$ cat config.mk
export PLATFORM = sky130hd
export DESIGN_NAME = rx_flow_trigger
export DESIGN_NICKNAME = d
export VERILOG_FILES = /design/src/rtl/flow_ctl_pkg.sv /design/src/rtl/flow_thr_reg.sv /design/src/rtl/flow_mode_state.sv /design/src/rtl/flow_char_queue.sv /design/src/rtl/rx_flow_trigger.sv
export SDC_FILE = /design/constraint.sdc
export NUM_CORES = 1
export LEC_CHECK = 0
export ABC_AREA = 1
export CAP_MARGIN = 5
export CORE_MARGIN = 1.5
export CORE_UTILIZATION = 45
export DETAILED_ROUTE_END_ITERATION = 16
export PLACE_DENSITY = 0.8
export REMOVE_ABC_BUFFERS = 1
export SYNTH_ARGS = -nofsm -noshare
export SYNTH_HDL_FRONTEND = slang
export SYNTH_SLANG_ARGS = --single-unit
$ cat constraint.sdc
create_clock -name clk -period 4.08 [get_ports clk]
set_clock_uncertainty 0.15 [all_clocks]
set_input_delay 1.02 -clock clk [delete_from_list [all_inputs] [get_ports clk]]
set_output_delay 1.02 -clock clk [all_outputs]
set_load 0.05 [all_outputs]
$ cat src/rtl/flow_ctl_pkg.sv
package flow_ctl_pkg;

   typedef enum logic [1:0] {
      FC_OFF = 2'd0,
      FC_HW  = 2'd1,
      FC_SW  = 2'd2
   } fc_mode_e;

   localparam logic [7:0] FC_XOFF_DEFAULT = 8'h13;
   localparam logic [7:0] FC_XON_DEFAULT  = 8'h11;

endpackage

$ cat src/rtl/flow_thr_reg.sv
module flow_thr_reg #(
   parameter int FIELD_W  = 4,
   parameter int SCALE_SH = 3,
   parameter int LVL_W    = 8
) (
   input  logic                 clk,
   input  logic                 rst_n,
   input  logic                 wr_en,
   input  logic [2*FIELD_W-1:0] wr_data,
   output logic [LVL_W-1:0]     halt_thr,
   output logic [LVL_W-1:0]     resume_thr
);

   localparam int CFG_W   = 2 * FIELD_W;
   localparam int N_FIELD = 2;

   logic [CFG_W-1:0]              cfg_q;
   logic [N_FIELD-1:0][LVL_W-1:0] thr_w;

   always_ff @(posedge clk or negedge rst_n) begin
      if (!rst_n)
         cfg_q <= '0;
      else if (wr_en)
         cfg_q <= wr_data;
   end

   // field 0 is the halt level, field 1 the resume level; both scaled alike
   for (genvar f = 0; f < N_FIELD; f++) begin : g_field
      assign thr_w[f] = LVL_W'(cfg_q[f*FIELD_W +: FIELD_W]) << SCALE_SH;
   end

   assign halt_thr   = thr_w[0];
   assign resume_thr = thr_w[1];

   initial begin
      assert (FIELD_W + SCALE_SH <= LVL_W)
         else $error("scaled threshold does not fit the level width");
   end

   assert_cfg_write_R12: assert property (@(posedge clk) disable iff (!rst_n)
      wr_en |=> (halt_thr == (LVL_W'($past(wr_data[FIELD_W-1:0])) << SCALE_SH)));

endmodule

$ cat src/rtl/flow_mode_state.sv
module flow_mode_state
   import flow_ctl_pkg::*;
#(
   parameter int LVL_W       = 8,
   parameter bit HW_PRIORITY = 1'b1
) (
   input  logic             clk,
   input  logic             rst_n,
   input  logic             hw_en,
   input  logic             sw_en,
   input  logic [LVL_W-1:0] level,
   input  logic [LVL_W-1:0] halt_thr,
   input  logic [LVL_W-1:0] resume_thr,
   output fc_mode_e         mode_q,
   output logic             mode_chg,
   output logic             halted_q,
   output logic             ev_halt,
   output logic             ev_resume
);

   fc_mode_e mode_now;

   if (HW_PRIORITY) begin : g_hw_first
      always_comb begin
         if (hw_en)      mode_now = FC_HW;
         else if (sw_en) mode_now = FC_SW;
         else            mode_now = FC_OFF;
      end
   end else begin : g_sw_first
      always_comb begin
         if (sw_en)      mode_now = FC_SW;
         else if (hw_en) mode_now = FC_HW;
         else            mode_now = FC_OFF;
      end
   end

   assign mode_chg  = (mode_now != mode_q);
   assign ev_halt   = !mode_chg && (mode_q != FC_OFF) && !halted_q && (level >= halt_thr);
   assign ev_resume = !mode_chg && halted_q && (level <= resume_thr);

   always_ff @(posedge clk or negedge rst_n) begin
      if (!rst_n) begin
         mode_q   <= FC_OFF;
         halted_q <= 1'b0;
      end else begin
         mode_q <= mode_now;
         if (mode_chg)
            halted_q <= 1'b0;
         else if (ev_halt)
            halted_q <= 1'b1;
         else if (ev_resume)
            halted_q <= 1'b0;
      end
   end

   assert_halt_reach_R2: assert property (@(posedge clk) disable iff (!rst_n)
      (hw_en || sw_en) && $stable(hw_en) && $stable(sw_en) && !halted_q
      && (level >= halt_thr) && (mode_q != FC_OFF) |=> halted_q);

   assert_resume_reach_R3: assert property (@(posedge clk) disable iff (!rst_n)
      halted_q && (mode_now == mode_q) && (level <= resume_thr) |=> !halted_q);

   assert_hysteresis_hold_R4: assert property (@(posedge clk) disable iff (!rst_n)
      (mode_now == mode_q) && (level > resume_thr) && (level < halt_thr)
      |=> $stable(halted_q));

   assert_mode_clear_R11: assert property (@(posedge clk) disable iff (!rst_n)
      (mode_now != mode_q) |=> !halted_q);

endmodule

$ cat src/rtl/flow_char_queue.sv
module flow_char_queue #(
   parameter int               CHAR_W    = 8,
   parameter logic [CHAR_W-1:0] XOFF_CHAR = 8'h13,
   parameter logic [CHAR_W-1:0] XON_CHAR  = 8'h11
) (
   input  logic              clk,
   input  logic              rst_n,
   input  logic              flush,
   input  logic              ev_xoff,
   input  logic              ev_xon,
   input  logic              ack,
   output logic              req_q,
   output logic [CHAR_W-1:0] code_q
);

   always_ff @(posedge clk or negedge rst_n) begin
      if (!rst_n) begin
         req_q  <= 1'b0;
         code_q <= '0;
      end else if (flush) begin
         req_q <= 1'b0;
      end else if (ev_xoff) begin
         req_q  <= 1'b1;
         code_q <= XOFF_CHAR;
      end else if (ev_xon) begin
         req_q  <= 1'b1;
         code_q <= XON_CHAR;
      end else if (ack) begin
         req_q <= 1'b0;
      end
   end

   initial begin
      assert (XOFF_CHAR != XON_CHAR) else $error("flow characters must differ");
   end

   assert_code_legal_R6: assert property (@(posedge clk) disable iff (!rst_n)
      req_q |-> (code_q == XOFF_CHAR || code_q == XON_CHAR));

   assert_req_held_R8: assert property (@(posedge clk) disable iff (!rst_n)
      req_q && !ack && !flush |=> req_q);

   assert_code_held_R8: assert property (@(posedge clk) disable iff (!rst_n)
      req_q && !flush && !ev_xoff && !ev_xon |=> $stable(code_q));

   assert_xon_replace_R9: assert property (@(posedge clk) disable iff (!rst_n)
      ev_xon && !flush |=> req_q && (code_q == XON_CHAR));

endmodule

$ cat src/rtl/rx_flow_trigger.sv
module rx_flow_trigger
   import flow_ctl_pkg::*;
#(
   parameter int                FIFO_DEPTH  = 128,
   parameter int                FIELD_W     = 4,
   parameter int                SCALE_SH    = 3,
   parameter int                CHAR_W      = 8,
   parameter logic [CHAR_W-1:0] XOFF_CHAR   = FC_XOFF_DEFAULT,
   parameter logic [CHAR_W-1:0] XON_CHAR    = FC_XON_DEFAULT,
   parameter bit                HW_PRIORITY = 1'b1,
   localparam int               LVL_W       = $clog2(FIFO_DEPTH + 1),
   localparam int               CFG_W       = 2 * FIELD_W
) (
   input  logic              clk,
   input  logic              rst_n,
   input  logic              cfg_we,
   input  logic [CFG_W-1:0]  cfg_wdata,
   input  logic              hw_flow_en,
   input  logic              sw_flow_en,
   input  logic [LVL_W-1:0]  fifo_level,
   output logic              rts_o,
   output logic              xchar_req,
   output logic [CHAR_W-1:0] xchar_code,
   input  logic              xchar_ack
);

   logic [LVL_W-1:0] halt_thr;
   logic [LVL_W-1:0] resume_thr;
   fc_mode_e         mode_q;
   logic             mode_chg;
   logic             halted_q;
   logic             ev_halt;
   logic             ev_resume;
   logic             sw_active;

   initial begin
      assert (((2 ** FIELD_W) - 1) * (2 ** SCALE_SH) <= FIFO_DEPTH)
         else $error("largest threshold exceeds the FIFO depth");
      assert (FIFO_DEPTH > 1) else $error("FIFO depth too small");
   end

   flow_thr_reg #(
      .FIELD_W  (FIELD_W),
      .SCALE_SH (SCALE_SH),
      .LVL_W    (LVL_W)
   ) i_thr (
      .clk        (clk),
      .rst_n      (rst_n),
      .wr_en      (cfg_we),
      .wr_data    (cfg_wdata),
      .halt_thr   (halt_thr),
      .resume_thr (resume_thr)
   );

   flow_mode_state #(
      .LVL_W       (LVL_W),
      .HW_PRIORITY (HW_PRIORITY)
   ) i_state (
      .clk        (clk),
      .rst_n      (rst_n),
      .hw_en      (hw_flow_en),
      .sw_en      (sw_flow_en),
      .level      (fifo_level),
      .halt_thr   (halt_thr),
      .resume_thr (resume_thr),
      .mode_q     (mode_q),
      .mode_chg   (mode_chg),
      .halted_q   (halted_q),
      .ev_halt    (ev_halt),
      .ev_resume  (ev_resume)
   );

   assign sw_active = (mode_q == FC_SW);

   flow_char_queue #(
      .CHAR_W    (CHAR_W),
      .XOFF_CHAR (XOFF_CHAR),
      .XON_CHAR  (XON_CHAR)
   ) i_queue (
      .clk     (clk),
      .rst_n   (rst_n),
      .flush   (mode_chg),
      .ev_xoff (ev_halt && sw_active),
      .ev_xon  (ev_resume && sw_active),
      .ack     (xchar_ack),
      .req_q   (xchar_req),
      .code_q  (xchar_code)
   );

   assign rts_o = halted_q && (mode_q == FC_HW);

   assert_rts_needs_hw_R5: assert property (@(posedge clk) disable iff (!rst_n)
      rts_o |-> $past(hw_flow_en));

   assert_off_quiet_R10: assert property (@(posedge clk) disable iff (!rst_n)
      (!hw_flow_en && !sw_flow_en) |=> (!rts_o && !xchar_req));

   assert_level_range_R2: assert property (@(posedge clk) disable iff (!rst_n)
      fifo_level <= LVL_W'(FIFO_DEPTH));

endmodule

After elaboration in Yosys (flattened, before gate mapping). Cells that the tools add are included.

Magnitude comparators: 2. Eq/ne operators: 3. Muxes and demuxes: 11. Bitwise logic cells: 1. Reductions and logical operators: 15.

Operator list (count): 8-bit 2-to-1 mux (2); 8-bit by 7-bit greater-or-equal comparator with 1-bit output (1); 8-bit by 7-bit less-or-equal comparator with 1-bit output (1); 1-bit logical AND (8); 1-bit 2-to-1 mux (7); 2-bit 2-to-1 mux (2); 2-bit nonzero test (2); 4-bit nonzero test (1); 3-bit nonzero test (1); 2-bit by 1-bit == test with 1-bit output (second input constant) (1); 2-bit == test (second input constant) (1); 1-bit zero test (2); 2-bit != test (1); 2-bit AND reduction (1); 1-bit NOT (1).

Bits in registers: 20. Input bits: 22. Output and inout bits: 10. Logic and storage cells: 37.

Logic depth before layout (Yosys ltp).
Depth after elaboration: 10. Mapped depth: 11. Gate-level depth less buffers: 11.

Cells and area by module. From an unflattened synthesis, not the netlist that was laid out.

Cell total of the unflattened synthesis: 161. Area, all modules: 1153.6 µm².

By module, submodules not included: flow_mode_state (times used 1, cells an instance 88, area each 578.1 µm², seq. area each 75.1 µm²); flow_thr_reg (times used 1, cells an instance 43, area each 369.1 µm², seq. area each 200.2 µm²); flow_char_queue (times used 1, cells an instance 22, area each 176.4 µm², seq. area each 75.1 µm²); rx_flow_trigger (times used 1, cells an instance 8, area each 30.0 µm², seq. area each 0.0 µm²).

Worst setup path before layout. No wires, ideal clock.

Path kind: reg2out. Start point: register i_state.mode_q[1]. End point: output rts_o. Data arrival time: 1.481 ns. Slack: 1.429 ns. Stages on the path, launching flop included: 2. Path buffers: 0. Path through: dfrtp_1 nor3_1.

Cells in the longest elaborated chain, start to end: 2.

Ends and longest elaborated chain: from (decl) (RTL line flow_mode_state.sv:14) `output fc_mode_e mode_q,`; from (signal assigned) (RTL line flow_mode_state.sv:46) `mode_q <= mode_now;`; 2-bit by 1-bit == test with 1-bit output (RTL line rx_flow_trigger.sv:90) `assign rts_o = halted_q && (mode_q == FC_HW);`; 1-bit logical AND (RTL line rx_flow_trigger.sv:90); to (decl) (RTL line rx_flow_trigger.sv:21) `output logic rts_o,`.

No other way between the ends.

Worst setup path in the final report.
Start point: register i_state.halted_q. End point: output rts_o.

Cells in the longest elaborated chain, start to end: 1.

Ends and longest elaborated chain: from (decl) (RTL line flow_mode_state.sv:16) `output logic halted_q,`; from (signal assigned) (RTL line flow_mode_state.sv:44) `halted_q <= 1'b0;`; from (signal assigned) (RTL line flow_mode_state.sv:48) `halted_q <= 1'b0;`; from (signal assigned) (RTL line flow_mode_state.sv:50) `halted_q <= 1'b1;`; 1-bit logical AND (RTL line rx_flow_trigger.sv:90).

No other way between the ends.

==> flow_metrics.py <==
metrics = {
    "die": {
        "start_util": 0.499,
        "num_rows": 15,
        "die-height_um": 47.5,
        "dieArea_sq_mm": 0.00225,
        "ios": 32,
        "die_x_um": 47.5,
        "core_region_area_sq_mm": 0.00178,
    },
    "synth": {
        "synth_cell_type_count": 21,
        "ys_warn_count": 0,
        "synth_area_sq_um": 890,
        "avgSynthCellArea_sq_um": 8.09,
        "netlist_instances": 110,
        "synth.ff_latch_count": 14,
        "synth_seq_area_share": 0.394,
    },
    "sta": {
        "maxSlewViolCount": 0,
        "finalSetupViolations": 0,
        "slew-limit-headroom": 0.595,
        "tns_ps": 0,
        "max_freq_mhz": 348,
        "rsz0062_at_grt": "false",
        "fin_crit_sh": 0.705,
        "tightest_slew_ps": 606,
        "hold_viol_final": 0,
        "holdWs_ps": 364,
        "post-route-min-period_ps": 2880,
    },
    "clocking": {
        "cts.sinks": 14,
        "cts_tree": "done",
        "hold_buffers": 0,
        "clock_path_buffers": 2,
        "post_cts_buffers": 0,
        "clkTransAtPathRegs_ps": 80,
        "cts_buffers": 3,
        "clock_latency_ps": 270,
        "cts-root-buf": "clkbuf_4",
        "cts_max_level": 1,
        "cts_resized": 0,
    },
    "setup_path": {
        "r2r_end": "i_queue.code_q[0]$_DFFE_PN0P_",
        "crit_type": "flip-flop to output port",
        "cp.arrival_ps": 1710,
        "endpoint_kind": "output port",
        "path_max_fanout": 3,
        "r2r-start": "i_thr.cfg_q[6]$_DFFE_PN0P_",
        "reg2reg_slack_ps": 2460,
        "worstPathRequired_ps": 2910,
        "ff2ff_path_depth": 9,
        "worstSetupStartpointType": "flip-flop",
    },
    "route": {
        "totalWireLength_mm": 1.70,
        "drtAntennaViolNets": 0,
        "wl_per_cell_um": 10.5,
        "vias_per_cell": 4.67,
        "first_pass_iters": 4,
        "drt_iter0_markers": 14,
        "route.detailed.drc": 0,
        "dr_total_vias": 752,
    },
    "place": {
        "gp_congestion": 0.717,
        "dp_hpwl_mm": 1.41,
        "io_buffers": 26,
    },
    "grt": {
        "grtUsageMet1": 0.223,
        "grt_max_degree": 15,
        "use_met3": 0.0302,
        "grtUsageMet2": 0.286,
        "busiest_layer": "met2",
        "antenna_found_initial": 0,
        "grt_pass1_vias": 687,
        "grt_pass1_wl_mm": 2.78,
        "grt.total_usage": 0.177,
        "gr-total-overflow": 0,
    },
    "min_path": {
        "hold_path.class": "flip-flop to flip-flop",
        "worstHoldPathCells": 1,
        "worstHoldStart": "i_thr.cfg_q[0]$_DFFE_PN0P_",
        "whs_endpoint": "i_thr.cfg_q[0]$_DFFE_PN0P_",
    },
    "finish": {
        "fillCellCount": 149,
        "fin_util": 0.656,
        "diodes": 0,
        "fin_nets": 168,
        "drive_gt1_frac": 0.103,
        "syn_to_final_growth_pct": 31.5,
    },
    "pwr": {
        "powerDensity_mw_per_mm2": 322,
        "ir_drop_mv": 0.228,
        "p_leak_nw": 0.590,
    },
    "run": {
        "maxCapViolCount": 0,
    },
    "run_status": {
        "status": "finished clean",
    },
}
[registers in the layout (all words and copies together) (netlist names)]
name              count
i_queue.code_q        2
i_queue.req_q         1
i_state.halted_q      1
i_state.mode_q        2
i_thr.cfg_q           8
[worst max-delay path by stage]
stage                                    endpoint  slack [ps]                         start  cells after the start
floorplan                                   rts_o        1430   i_state.mode_q[1]$_DFF_PN0_                      1
global placement    i_queue.code_q[0]$_DFFE_PN0P_        1440                 fifo_level[5]                      9
detailed placement  i_queue.code_q[0]$_DFFE_PN0P_        1370                 fifo_level[5]                      9
CTS                                         rts_o        1190  i_state.halted_q$_DFFE_PN0P_                      3
global route                                rts_o        1090  i_state.halted_q$_DFFE_PN0P_                      3
finish                                      rts_o        1200  i_state.halted_q$_DFFE_PN0P_                      3
[final cells by class]
class / count / area, sq um / share of cell area
Clock buffer: 3 / 22.5 / 0.0193
Tap cell: 25 / 31.3 / 0.0267
Inverter: 21 / 78.8 / 0.0674
Timing Repair Buffer: 26 / 260 / 0.222
Sequential cell: 14 / 350 / 0.299
Multi-Input combinational cell: 72 / 427 / 0.365
[cell usage in the layout (no fill, tap or decap), types with 3 or more instances in the layout]
master	instances
clkdlybuf4s50_1	26
inv_1	19
nand2_1	19
dfrtp_1	14
nor2_1	10
o21ai_0	8
ha_1	8
conb_1	5
nand4_1	3
nand3b_1	3
clkbuf_4	3
[critical path, stage by stage, from the launching register on]
cell,delay (ps)
dfrtp_1,390
inv_1,60
nor3_1,170
clkdlybuf4s50_1,830
[power breakdown]
group	total, mW	switching [mW]	internal [mW]
Combinational	0.142	0.0860	0.0556
Clock	0.0745	0.0405	0.0341
Sequential	0.161	0.00798	0.153
[stage by stage]
| stage | cell area [sq um] | setup slack [ps] | total power, mW | cells |
|---|---|---|---|---|
| 2_1_floorplan | 856 | 1430 | 0.250 | 107 |
| 3_3_place_gp | 1150 | 1440 | 0.302 | 158 |
| 3_5_place_dp | 1150 | 1370 | 0.307 | 158 |
| 4_1_cts | 1170 | 1190 | 0.383 | 161 |
| 5_1_grt | 1170 | 1090 | 0.405 | 161 |
| 6_report | 1170 | 1200 | 0.377 | 161 |
[cell usage after synthesis]
cell,n,area (sq um)
buf_4,6,45.0
nand4_1,3,18.8
conb_1,1,3.75
inv_2,2,7.51
nand2_1,19,71.3
nor2_4,1,11.3
clkbuf_1,1,3.75
mux2_2,2,22.5
nor2_1,10,37.5
nand3_2,2,20.0
o21ai_0,8,40.0
nand3b_1,3,22.5
inv_1,19,71.3
o21ai_1,2,10.0
nor3_1,2,10.0
nor2_2,2,12.5
nand3_1,2,10.0
ha_1,8,100
nand2_2,2,12.5
dfrtp_1,14,350
xnor2_1,1,8.76
[layer usage]
metal / vias up / wire length, um
met5: - / 0
met4: 0 / 20
met3: 2 / 115
met2: 28 / 857
met1: 336 / 702
li1: 386 / -
[logic make-up after synthesis]
group           share of synthesized area
flops                               0.394
simple gates                        0.255
xor+xnor                          0.00985
buf+inv                             0.143
other cells                       0.00422
mux                                0.0253
fa+ha+maj                           0.113
compound gates                     0.0563
Power figures use the tool's default switching activity.
